[config.mk]
export PLATFORM = sky130hd
export DESIGN_NAME = segment_serial_latch
export DESIGN_NICKNAME = d
export VERILOG_FILES = /design/src/rtl/segl_pkg.sv /design/src/rtl/segl_frame_ctr.sv /design/src/rtl/segl_shift_chain.sv /design/src/rtl/segl_out_latch.sv /design/src/rtl/segment_serial_latch.sv
export SDC_FILE = /design/constraint.sdc
export NUM_CORES = 1
export LEC_CHECK = 0
export BUFFER_PORTS_ARGS = -buffer_cell sky130_fd_sc_hd__clkbuf_2
export CORE_MARGIN = 2
export CORE_UTILIZATION = 30
export CTS_CLUSTER_SIZE = 10
export DETAILED_ROUTE_END_ITERATION = 8
export SETUP_SLACK_MARGIN = 0.4
export SYNTH_ARGS = -nofsm -noshare
export SYNTH_HDL_FRONTEND = slang
export SYNTH_HIERARCHICAL = 1
export SYNTH_SLANG_ARGS = --single-unit
[constraint.sdc]
create_clock -name clk -period 2.1 [get_ports clk]
set_input_delay 0.105 -clock clk [delete_from_list [all_inputs] [get_ports clk]]
set_output_delay 0.105 -clock clk [all_outputs]
set_load 0.01 [all_outputs]
[src/rtl/segl_pkg.sv]
`timescale 1ns/1ps
package segl_pkg;

    // Where the frame counter stands within a frame
    typedef enum logic [1:0] {
        PH_IDLE = 2'd0,
        PH_DATA = 2'd1,
        PH_PAD  = 2'd2
    } segl_phase_e;

    function automatic int segl_max(input int a, input int b);
        return (a > b) ? a : b;
    endfunction

endpackage

[src/rtl/segl_frame_ctr.sv]
`timescale 1ns/1ps
module segl_frame_ctr
    import segl_pkg::*;
#(
    parameter int SEG_W    = 32,
    parameter int PAD_CLKS = 3
) (
    input  logic clk,
    input  logic rst,
    input  logic en_i,
    input  logic sdata_i,
    output logic shift_o,
    output logic load_o
);
    localparam int IDX_MAX = segl_max(SEG_W, PAD_CLKS);
    localparam int IDX_W   = $clog2(IDX_MAX + 1);
    localparam logic [IDX_W-1:0] DATA_LAST = IDX_W'(SEG_W - 1);
    localparam logic [IDX_W-1:0] PAD_LAST  = IDX_W'(PAD_CLKS - 1);

    typedef struct packed {
        segl_phase_e      phase;
        logic [IDX_W-1:0] idx;
    } ctr_t;

    ctr_t st_d, st_q;

    always_comb begin
        st_d = st_q;
        if (en_i) begin
            case (st_q.phase)
                PH_IDLE: begin
                    if (sdata_i) begin
                        st_d.phase = PH_DATA;
                        st_d.idx   = '0;
                    end
                end
                PH_DATA: begin
                    if (st_q.idx == DATA_LAST) begin
                        st_d.phase = PH_PAD;
                        st_d.idx   = '0;
                    end else begin
                        st_d.idx = st_q.idx + 1'b1;
                    end
                end
                PH_PAD: begin
                    if (st_q.idx == PAD_LAST) begin
                        st_d.phase = PH_IDLE;
                        st_d.idx   = '0;
                    end else begin
                        st_d.idx = st_q.idx + 1'b1;
                    end
                end
                default: begin
                    st_d.phase = PH_IDLE;
                    st_d.idx   = '0;
                end
            endcase
        end
    end

    always_ff @(posedge clk) begin
        if (rst) begin
            st_q <= '{phase: PH_IDLE, idx: '0};
        end else begin
            st_q <= st_d;
        end
    end

    assign shift_o = en_i && (st_q.phase == PH_DATA);
    assign load_o  = en_i && (st_q.phase == PH_PAD) && (st_q.idx == PAD_LAST);

    // a disabled edge freezes the frame position
    a_r7_count_frozen: assert property (@(posedge clk) disable iff (rst)
        !en_i |=> $stable(st_q));

    // a zero while idle never opens a frame
    a_r1_idle_needs_start: assert property (@(posedge clk) disable iff (rst)
        (st_q.phase == PH_IDLE && en_i && !sdata_i) |=> (st_q.phase == PH_IDLE));

    // every load closes the frame
    a_r5_load_closes: assert property (@(posedge clk) disable iff (rst)
        load_o |=> (st_q.phase == PH_IDLE));

    // the data index stays inside the word
    a_r3_idx_range: assert property (@(posedge clk) disable iff (rst)
        (st_q.phase == PH_DATA) |-> (st_q.idx <= DATA_LAST));

endmodule

[src/rtl/segl_shift_chain.sv]
`timescale 1ns/1ps
module segl_shift_chain #(
    parameter int SEG_W = 32
) (
    input  logic             clk,
    input  logic             rst,
    input  logic             shift_i,
    input  logic             clr_i,
    input  logic             bit_i,
    output logic [SEG_W-1:0] chain_o
);
    typedef struct packed {
        logic [SEG_W-1:0] bits;
    } chain_t;

    chain_t st_d, st_q;

    always_comb begin
        st_d = st_q;
        if (clr_i) begin
            st_d.bits = '0;
        end else if (shift_i) begin
            // New bits enter at the top; the earliest bit ends at index 0
            st_d.bits = {bit_i, st_q.bits[SEG_W-1:1]};
        end
    end

    always_ff @(posedge clk) begin
        if (rst) begin
            st_q <= '0;
        end else begin
            st_q <= st_d;
        end
    end

    assign chain_o = st_q.bits;

    // the chain is empty after a load
    a_r5_chain_cleared: assert property (@(posedge clk) disable iff (rst)
        clr_i |=> (chain_o == '0));

    // no shift and no clear leaves the chain alone
    a_r7_chain_hold: assert property (@(posedge clk) disable iff (rst)
        (!shift_i && !clr_i) |=> $stable(chain_o));

endmodule

[src/rtl/segl_out_latch.sv]
`timescale 1ns/1ps
module segl_out_latch #(
    parameter int SEG_W = 32
) (
    input  logic             clk,
    input  logic             rst,
    input  logic             load_i,
    input  logic [SEG_W-1:0] word_i,
    output logic [SEG_W-1:0] seg_o,
    output logic             done_o
);
    typedef struct packed {
        logic [SEG_W-1:0] seg;
        logic             done;
    } latch_t;

    latch_t st_d, st_q;

    always_comb begin
        st_d      = st_q;
        st_d.done = load_i;
        if (load_i) begin
            st_d.seg = word_i;
        end
    end

    always_ff @(posedge clk) begin
        if (rst) begin
            st_q <= '0;
        end else begin
            st_q <= st_d;
        end
    end

    assign seg_o  = st_q.seg;
    assign done_o = st_q.done;

    // no load, no change
    a_r10_seg_hold: assert property (@(posedge clk) disable iff (rst)
        !load_i |=> $stable(seg_o));

endmodule

[src/rtl/segment_serial_latch.sv]
`timescale 1ns/1ps
module segment_serial_latch #(
    parameter int SEG_W    = 32,
    parameter int PAD_CLKS = 3
) (
    input  logic             clk,
    input  logic             rst,
    input  logic             sd_in,
    input  logic             sd_en,
    output logic [SEG_W-1:0] seg_out,
    output logic             load_done
);
    logic             shift_w;
    logic             load_w;
    logic [SEG_W-1:0] chain_w;

    segl_frame_ctr #(
        .SEG_W    (SEG_W),
        .PAD_CLKS (PAD_CLKS)
    ) u_ctr (
        .clk     (clk),
        .rst     (rst),
        .en_i    (sd_en),
        .sdata_i (sd_in),
        .shift_o (shift_w),
        .load_o  (load_w)
    );

    segl_shift_chain #(
        .SEG_W (SEG_W)
    ) u_chain (
        .clk     (clk),
        .rst     (rst),
        .shift_i (shift_w),
        .clr_i   (load_w),
        .bit_i   (sd_in),
        .chain_o (chain_w)
    );

    segl_out_latch #(
        .SEG_W (SEG_W)
    ) u_latch (
        .clk    (clk),
        .rst    (rst),
        .load_i (load_w),
        .word_i (chain_w),
        .seg_o  (seg_out),
        .done_o (load_done)
    );

    // the load pulse lasts one cycle
    a_r6_single_pulse: assert property (@(posedge clk) disable iff (rst)
        load_done |=> !load_done);

    // outputs move only together with the load pulse
    a_r3_seg_moves_on_load: assert property (@(posedge clk) disable iff (rst)
        (seg_out != $past(seg_out)) |-> load_done);

    // reset leaves outputs cleared
    a_r9_reset_clears: assert property (@(posedge clk)
        $past(rst) |-> (seg_out == '0 && !load_done));

endmodule

==> results of run 1 <==
[tightest hold or removal path: stages]
cell      delay [ns]
clkbuf_2        0.14
mux2i_1         0.09
nor2_1          0.09
[stage by stage]
step	instances	worst slack, ns	hold WS [ns]	instance area, µm²
floorplan	268	0.447	0.252	2860
global placement	421	0.242	0.454	3100
detailed placement	421	0.219	0.452	3100
CTS	442	0.391	0.110	3460
global route	443	0.259	0.101	3500
finish	443	0.403	0.130	3500
[per-layer routing]
layer,vias up,part of all wire
met5,-,0
met2,38,0.47
li1,986,-
met3,4,0.037
met1,886,0.49
met4,0,0.0077
[state kept, by name, summed over array words and instances, names as in the netlist]
| signal | flops |
|---|---|
| u_chain/chain_o | 32 |
| u_ctr/st_q | 8 |
| u_latch/done_o | 1 |
| u_latch/seg_o | 32 |
[power groups by stage]
stage / Combinational [W] / Clock, W / Sequential [W]
after global placement: 0.000111 / 0 / 0.00143
final: 0.000122 / 0.00113 / 0.00140
after floorplan: 0.000100 / 0 / 0.00142
after detailed placement: 0.000112 / 0 / 0.00143
after CTS: 0.000113 / 0.00116 / 0.00140
after global routing: 0.000133 / 0.00123 / 0.00140
[final timing paths]
check                                      from                          endpoint  slack [ns]  cells past startpoint
hold reg to reg   u_latch/seg_o[0]$_SDFFE_PP0P_     u_latch/seg_o[0]$_SDFFE_PP0P_        0.50                      2
setup reg to reg     u_ctr/st_q[5]$_SDFFE_PP0P_    u_latch/seg_o[18]$_SDFFE_PP0P_        0.40                      8
hold / removal                            sd_in  u_chain/chain_o[31]$_SDFFE_PP0P_        0.13                      3
setup / recovery     u_ctr/st_q[5]$_SDFFE_PP0P_    u_latch/seg_o[18]$_SDFFE_PP0P_        0.40                      8
[final cells by class]
class / instances / area (µm²)
flip-flops and latches: 73 / 1470
clock inverters: 4 / 70.1
clock buffers: 10 / 128
inverters: 5 / 18.8
well taps: 129 / 161
multi-input cells: 171 / 1230
repair buffers: 51 / 424
fillers: 909 / 5740
[timing repair]
action	CTS	global route
pin swaps	3	0
setup buffers	5	0
setup endpoints to repair	64	67
gates resized for setup	6	14
cloned	2	1
endpoints found under the hold margin	0	0
[cells by family (layout without fill, tap and decap cells)]
family,Yosys count,in the layout
simple gates,90,90
flops,73,73
mux,64,64
buf+inv,24,70
compound gates,10,10
xor+xnor,5,5
fa+ha+maj,2,2
[layout by cell type, fill, tap and decap left out, drive strengths merged, types with 2 or more instances in the layout]
cell type / Yosys / routed
dfxtp: 73 / 73
nor2: 67 / 67
nand3: 2 / 2
clkinv: 0 / 2
buf: 17 / 14
nor3: 9 / 9
o31a: 2 / 2
ha: 2 / 2
mux2i: 64 / 64
nor2b: 4 / 4
bufinv: 0 / 2
nand2: 3 / 3
clkbuf: 2 / 46
a21oi: 3 / 3
a211oi: 2 / 2
inv: 5 / 5
xnor2: 5 / 5
==> out/qor.txt, run 1 <==
minimum clock period - 1.70 ns
Final Max Tran Viols - 0
CP startpoint kind - flop
first-pass GRT wire length - 9000 µm
Mean Syn Cell Area - 10.6 µm²
Worst path max stage delay - 0.35 ns
CTS clk-pin slew, worst paths - 0.07 ns
total negative slack - 0 ns
drt total wl - 5340 µm
post-synthesis cell count - 268
First-pass DRT Iterations - 4
crit path buf inv count - 3
synthesis-stage register bit count - 73
largest family of logic cells by synthesized area - multiplexers
Synth Area in XOR/XNOR - 0.0154
leak pwr - 1.29 nW
Reg power frac - 0.528
chip width - 102 µm
MaxCap Viol Count - 0
layout cell share with drive strength beyond 1 - 0.255
sw frac - 0.209
Clk Latency, worst-skew pair - 0.33 ns
chip height - 102 µm
final setup fails - 0
critical-path maximum fanout - 11
met1 usage in global routing - 0.139
worst-path cell chain - nor4_4 > nand2_2 > nor3_4 > buf_4 > buf_12 > buf_12 > mux2i_1 > nor2_1
CTS Root Cell - clkbuf_8
Via Count - 1914
post-synthesis compound-gate area fraction - 0.0289
violation count after the first detailed-routing iteration - 68
number of flops mapped to enable cells by yosys - 0
ys async rst share - 0
final antenna diode count - 0
RSZ-0062 raised after global routing - yes
gpl congestion - 0.836
Comb pwr share - 0.046
status - finished, final reports clean
remaining antenna violation count - 0
final hold vios - 0
critical path's top delay family - simple AND/OR/NAND/NOR gates
Synth area leaders - dfxtp_1 51%, mux2i_1 22%, nor2_1 8.6%
sequential share of the synthesized area - 0.512
Synth Area in Simple Gates - 0.140
GRT Total Usage - 0.112
total congestion overflow - 0
post-synthesis mux area share - 0.225
CP Capture Type - flop
IO buf count - 36
met3 usage - 0.0462
total power - 0.00265 W
CTS tree - yes
Cell Pwr Density - 756 nW/µm²
Internal Dissipation - 0.00210 W
skew final - 0.00510 ns
worst hold-check path type - input pin to flop
period utilization - 0.808
Vias/cell - 4.32
Mapped Area - 2850 µm²
DRC - 0
Final Util - 0.379
met2 GRT Util - 0.177
Post-synth top cells - 73 x dfxtp_1, 65 x nor2_1, 64 x mux2i_1
critical path's most frequent cell - buf_12
hold_buf cts - 0
DP HPWL - 3320 µm
clock share of power - 0.425
Worst-Margin Slew - 0.407 ns
top-area cell type share of the netlist area - 0.512
H-tree Lvls - 3
Die Area - 10300 µm²
Synth Flop Type - dfxtp_1
crit path DAT - 1.91 ns
Max-Slew Margin vs Limit - 0.727
antenna violations before repair - 0
# rows - 35
CP required - 2.31 ns
core box area - 9240 µm²
IO Pins - 37
P&R area growth vs syn - 22.8%
Wirelength per Cell - 12.1 µm
count leader, synth - dfxtp_1
largest net degree at the start of global routing - 18
Syn Nets - 274
synth warn - 6
CTS Buf Count - 9
initial core utilization - 0.309
Psw - 0.000552 W
Slowest cell on crit path - dfxtp_2
vias in the first global route - 1892
WS Path Type - flop to flop
leading area contributor after synthesis - dfxtp_1
layer with the highest usage - met2
Post-Synth Adder-Cell Area - 0.00877
clock buffer depth - 2
synth unique cells - 31
Max VDD drop - 0.000311 V
Highest Clock Rate - 589 MHz
Nets - 317
Clock Sinks - 73
Power figures use the tool's default switching activity.
==> inputs of run 2 (changes only) <==
--- a/config.mk
+++ b/config.mk
@@ -5,6 +5,7 @@
 export SDC_FILE = /design/constraint.sdc
 export NUM_CORES = 1
 export LEC_CHECK = 0
+export ABC_AREA = 1
 export BUFFER_PORTS_ARGS = -buffer_cell sky130_fd_sc_hd__clkbuf_2
 export CORE_MARGIN = 2
 export CORE_UTILIZATION = 30
==> constraint.sdc (replaced) <==
create_clock -name clk -period 1.75 [get_ports clk]
set_input_delay 0.0875 -clock clk [delete_from_list [all_inputs] [get_ports clk]]
set_output_delay 0.0875 -clock clk [all_outputs]
set_load 0.01 [all_outputs]
==> out/qor.txt, run 2 <==
DP HPWL - 3900 µm
WS Path Type - flop to flop
worst hold-check path type - input pin to flop
RSZ-0062 raised after global routing - yes
antenna violations before repair - 0
gpl congestion - 0.713
P&R area growth vs syn - 37.3%
leak pwr - 1.82 nW
minimum clock period - 1.51 ns
# rows - 37
clock buffer depth - 2
Comb pwr share - 0.139
CTS Root Cell - clkbuf_8
sw frac - 0.268
Post-synth top cells - 140 x nand2_1, 137 x nor2_1, 76 x inv_1
area occupied by multi-input gates - 1620 µm²
First-pass DRT Iterations - 4
final antenna diode count - 0
CP Capture Type - flop
Worst-Margin Slew - 0.303 ns
layout cell share with drive strength beyond 1 - 0.318
MaxCap Viol Count - 0
R2R setup slack - 0.24 ns
CP startpoint kind - flop
vias in the first global route - 2543
Reg power frac - 0.498
final hold vios - 0
post-synthesis cell count - 481
critical path's top delay family - buffers and inverters
skew final - 0.0105 ns
CTS Buf Count - 9
Synth Flop Type - dfxtp_1
total negative slack - 0 ns
core box area - 10400 µm²
Syn Nets - 487
IO buf count - 36
worst-path cell chain - inv_2 > ha_4 > nand3_4 > nor4_4 > buf_6 > buf_12 > clkbuf_16 > nand2_1 > nand2_1 > nor2_1
clock share of power - 0.363
Final Util - 0.428
synth unique cells - 28
Wirelength per Cell - 11.1 µm
Clk Latency, worst-skew pair - 0.34 ns
ys async rst share - 0
Vias/cell - 4.20
H-tree Lvls - 3
Cell Pwr Density - 807 nW/µm²
first-pass GRT wire length - 11700 µm
Max-Slew Margin vs Limit - 0.798
Worst path max stage delay - 0.33 ns
Max VDD drop - 0.000360 V
CP required - 1.99 ns
final setup fails - 0
top-area cell type share of the netlist area - 0.452
Mapped Area - 3230 µm²
Reg area - 1470 µm²
Die Area - 11600 µm²
initial core utilization - 0.312
number of flops mapped to enable cells by yosys - 0
crit path DAT - 1.74 ns
CTS clk-pin slew, worst paths - 0.08 ns
Synth area leaders - dfxtp_1 45%, nand2_1 16%, nor2_1 16%
Highest Clock Rate - 664 MHz
drt total wl - 7510 µm
count leader, synth - nand2_1
Nets - 546
remaining antenna violation count - 0
chip width - 108 µm
synth warn - 6
fillers - 1116
violation count after the first detailed-routing iteration - 106
leading area contributor after synthesis - dfxtp_1
critical path's most frequent cell - nand2_1
DRC - 0
commonest non-fill, non-tap cell in the layout - nor2_1
critical-path maximum fanout - 7
Slowest cell on crit path - dfxtp_2
GRT Total Usage - 0.129
Mean Syn Cell Area - 6.72 µm²
IO Pins - 37
total congestion overflow - 0
sequential share of the synthesized area - 0.452
Psw - 0.000958 W
Final Max Tran Viols - 0
largest net degree at the start of global routing - 37
status - finished, final reports clean
chip height - 108 µm
crit path buf inv count - 4
Via Count - 2855
CTS tree - yes
period utilization - 0.860
Internal Dissipation - 0.00262 W
Clock Sinks - 73
most frequent cells in the layout - 118 x nor2_1, 97 x nand2_1, 74 x inv_1
synthesis-stage register bit count - 73
run 2: changes by cell type in the layout (fill, tap and decap cells not counted), sizes merged, moves of 5 or more:
cell   change
buf       +13
nor3       -8
inv       +73
xnor2      -5
nand2    +142
nand3      +5
mux2i     -64
nor2      +76
run 2: path summary, 6_finish.rpt:
check,startpoint,cells past startpoint,to
setup reg to reg,u_ctr/st_q[0]$_SDFFE_PP0P_,10,u_latch/seg_o[26]$_SDFFE_PP0P_
setup / recovery,u_ctr/st_q[0]$_SDFFE_PP0P_,10,u_latch/seg_o[26]$_SDFFE_PP0P_
hold / removal,sd_in,5,u_chain/chain_o[31]$_SDFFE_PP0P_
hold reg to reg,u_latch/seg_o[11]$_SDFFE_PP0P_,2,u_latch/seg_o[11]$_SDFFE_PP0P_
run 2: what timing repair did:
item / CTS / global route
buffers inserted: 15 / 1
hold buffers: 0 / 0
gates cloned: 7 / 4
pin swaps: 5 / 55
resized for setup: 14 / 86
endpoints found under the setup margin: 65 / 72
run 2: per-stage QoR:
step / total power (W) / area, µm² / hold slack [ns] / instances / setup WS [ns]
6_report: 0.00358 / 4440 / 0.0773 / 680 / 0.245
3_3_place_gp: 0.00218 / 3520 / 0.409 / 638 / 0.167
3_5_place_dp: 0.00219 / 3520 / 0.412 / 638 / 0.0941
2_1_floorplan: 0.00213 / 3280 / 0.157 / 481 / 0.302
5_1_grt: 0.00379 / 4440 / 0.0922 / 680 / 0.163
4_1_cts: 0.00354 / 4050 / 0.0387 / 675 / 0.265
run 2: worst reg2reg max path, cell delays in order, from the launching register on:
cell       delay [ns]
dfxtp_2          0.33
inv_2            0.07
ha_4             0.13
nand3_4          0.08
nor4_4           0.20
buf_6            0.19
buf_12           0.12
clkbuf_16        0.14
nand2_1          0.05
nand2_1          0.05
nor2_1           0.04
run 2: area by class of cell:
cell class | count | area share
clock buffer | 10 | 0.0310
tap | 136 | 0.0384
timing repair buffer | 67 | 0.155
inverter | 78 | 0.0671
clock inverter | 5 | 0.0127
sequential | 73 | 0.331
multi-input combinational | 311 | 0.365
run 2: power groups by stage:
stage	Combinational (W)	Clock, W	Sequential (W)
finish	0.000496	0.00130	0.00178
global route	0.000559	0.00144	0.00179
CTS	0.000405	0.00135	0.00178
detailed placement	0.000368	0	0.00182
global placement	0.000361	0	0.00182
floorplan	0.000322	0	0.00181
run 2: cell families (layout without fill, tap and decap cells):
group           after synthesis  in the layout  share of synthesized area
simple gates                298            299                      0.368
buf+inv                      98            160                      0.148
flops                        73             73                      0.452
compound gates                9              9                     0.0213
fa+ha+maj                     2              2                    0.00774
xor+xnor                      1              1                    0.00271
run 2: layer usage:
layer	vias up	global-route usage	share of wire	wire length (µm)
li1	1506	-	-	-
met1	1293	0.163	0.48	3600
met2	48	0.213	0.47	3540
met3	8	0.0266	0.035	265
met4	0	0.0513	0.014	103
met5	-	0	0	0
==> inputs of run 3 (changes only) <==
==> constraint.sdc (replaced) <==
create_clock -name clk -period 1.75 [get_ports clk]
set_input_delay 0.175 -clock clk [delete_from_list [all_inputs] [get_ports clk]]
set_output_delay 0.175 -clock clk [all_outputs]
set_load 0.01 [all_outputs]
==> out/qor.txt, run 3 (synthesized netlist as in run 2, its figures left out) <==
status - finished, final reports clean
# rows - 37
most frequent cells in the layout - 127 x nor2_1, 116 x nand2_1, 74 x inv_1
MaxCap Viol Count - 0
Cell Pwr Density - 848 nW/µm²
commonest non-fill, non-tap cell in the layout - nor2_1
area occupied by multi-input gates - 1560 µm²
Clk Latency, worst-skew pair - 0.36 ns
antenna violations before repair - 0
vias in the first global route - 2523
CP required - 2.00 ns
minimum clock period - 1.53 ns
CTS clk-pin slew, worst paths - 0.08 ns
H-tree Lvls - 3
chip width - 108 µm
CTS Root Cell - clkbuf_8
IO Pins - 37
IO buf count - 36
RSZ-0062 raised after global routing - yes
Final Max Tran Viols - 0
fillers - 1070
final hold vios - 0
CTS tree - yes
GRT Total Usage - 0.133
critical-path maximum fanout - 7
DP HPWL - 3880 µm
largest net degree at the start of global routing - 37
CTS Buf Count - 9
Final Util - 0.417
Wirelength per Cell - 10.9 µm
chip height - 108 µm
Worst-Margin Slew - 0.282 ns
drt total wl - 7460 µm
leak pwr - 1.80 nW
Via Count - 2825
Max-Slew Margin vs Limit - 0.810
P&R area growth vs syn - 33.9%
first-pass GRT wire length - 12100 µm
worst hold-check path type - input pin to flop
total negative slack - 0 ns
final antenna diode count - 0
violation count after the first detailed-routing iteration - 129
WS Path Type - flop to flop
core box area - 10400 µm²
total congestion overflow - 0
CP startpoint kind - flop
Nets - 546
final setup fails - 0
Vias/cell - 4.15
Die Area - 11600 µm²
initial core utilization - 0.312
clock buffer depth - 2
First-pass DRT Iterations - 4
layout cell share with drive strength beyond 1 - 0.268
skew final - 0.0118 ns
period utilization - 0.872
Highest Clock Rate - 655 MHz
CP Capture Type - flop
crit path DAT - 1.77 ns
Reg area - 1470 µm²
remaining antenna violation count - 0
Max VDD drop - 0.000468 V
hold_buf cts - 0
gpl congestion - 0.711
Clock Sinks - 73
DRC - 0
[run 3: cell types whose count changed in the layout (fill, tap and decap cells not counted), moves of 2 or more]
| cell | previous run | this run |
|---|---|---|
| nor2_1 | 118 | 127 |
| nor2_2 | 16 | 8 |
| nand2_1 | 97 | 116 |
| nand3_2 | 2 | 0 |
| nand2_2 | 33 | 12 |
| nand2_4 | 15 | 17 |
| buf_12 | 8 | 5 |
| buf_4 | 9 | 12 |
| clkinv_2 | 2 | 0 |
| inv_6 | 1 | 4 |
[run 3: cell type report]
type | count | share of cell area
clock buffers | 10 | 0.0318
well taps | 136 | 0.0393
clock inverters | 6 | 0.0168
repair buffers | 67 | 0.144
multi-input cells | 311 | 0.360
inverters | 78 | 0.0688
flip-flops and latches | 73 | 0.340
[run 3: report_power, final]
part / switching [W] / internal [W]
logic: 0.000281 / 0.000191
registers: 0.0000541 / 0.00173
clock network: 0.000698 / 0.000715
[run 3: per-stage QoR]
| step | total power [W] | worst slack [ns] | hold slack (ns) | cells | cell area, µm² |
|---|---|---|---|---|---|
| 3_3_place_gp | 0.00218 | 0.169 | 0.458 | 638 | 3530 |
| 2_1_floorplan | 0.00213 | 0.302 | 0.244 | 481 | 3280 |
| 5_1_grt | 0.00386 | 0.167 | 0.167 | 681 | 4330 |
| 4_1_cts | 0.00364 | 0.295 | 0.111 | 672 | 4010 |
| 6_report | 0.00367 | 0.223 | 0.117 | 681 | 4330 |
| 3_5_place_dp | 0.00219 | 0.118 | 0.462 | 638 | 3530 |
[run 3: final timing paths]
path	startpoint	to	slack (ns)	cells after the start
setup / recovery	u_ctr/st_q[0]$_SDFFE_PP0P_	u_latch/seg_o[9]$_SDFFE_PP0P_	0.22	10
hold / removal	sd_in	u_chain/chain_o[31]$_SDFFE_PP0P_	0.12	5
setup reg to reg	u_ctr/st_q[0]$_SDFFE_PP0P_	u_latch/seg_o[9]$_SDFFE_PP0P_	0.22	10
hold reg to reg	u_latch/seg_o[10]$_SDFFE_PP0P_	u_latch/seg_o[10]$_SDFFE_PP0P_	0.47	2
[run 3: critical path, stage by stage (launching register included)]
cell	delay (ns)
dfxtp_2	0.33
inv_2	0.08
ha_4	0.13
nand3_4	0.08
nor4_4	0.16
buf_4	0.19
buf_12	0.13
clkbuf_16	0.17
nand2_2	0.05
nand2_1	0.05
nor2_1	0.03
[run 3: metal layers]
layer | up-vias | global-route usage | share of wire
li1 | 1507 | - | -
met1 | 1263 | 0.175 | 0.48
met2 | 46 | 0.213 | 0.47
met3 | 9 | 0.0266 | 0.032
met4 | 0 | 0.0549 | 0.017
met5 | - | 0 | 0
[run 3: what timing repair did]
action / 4_1_cts / 5_1_grt
pin swaps: 5 / 25
cloned: 6 / 2
setup buffers: 12 / 7
endpoints found under the hold margin: 0 / 0
setup endpoints to repair: 67 / 71
gates resized for setup: 16 / 60
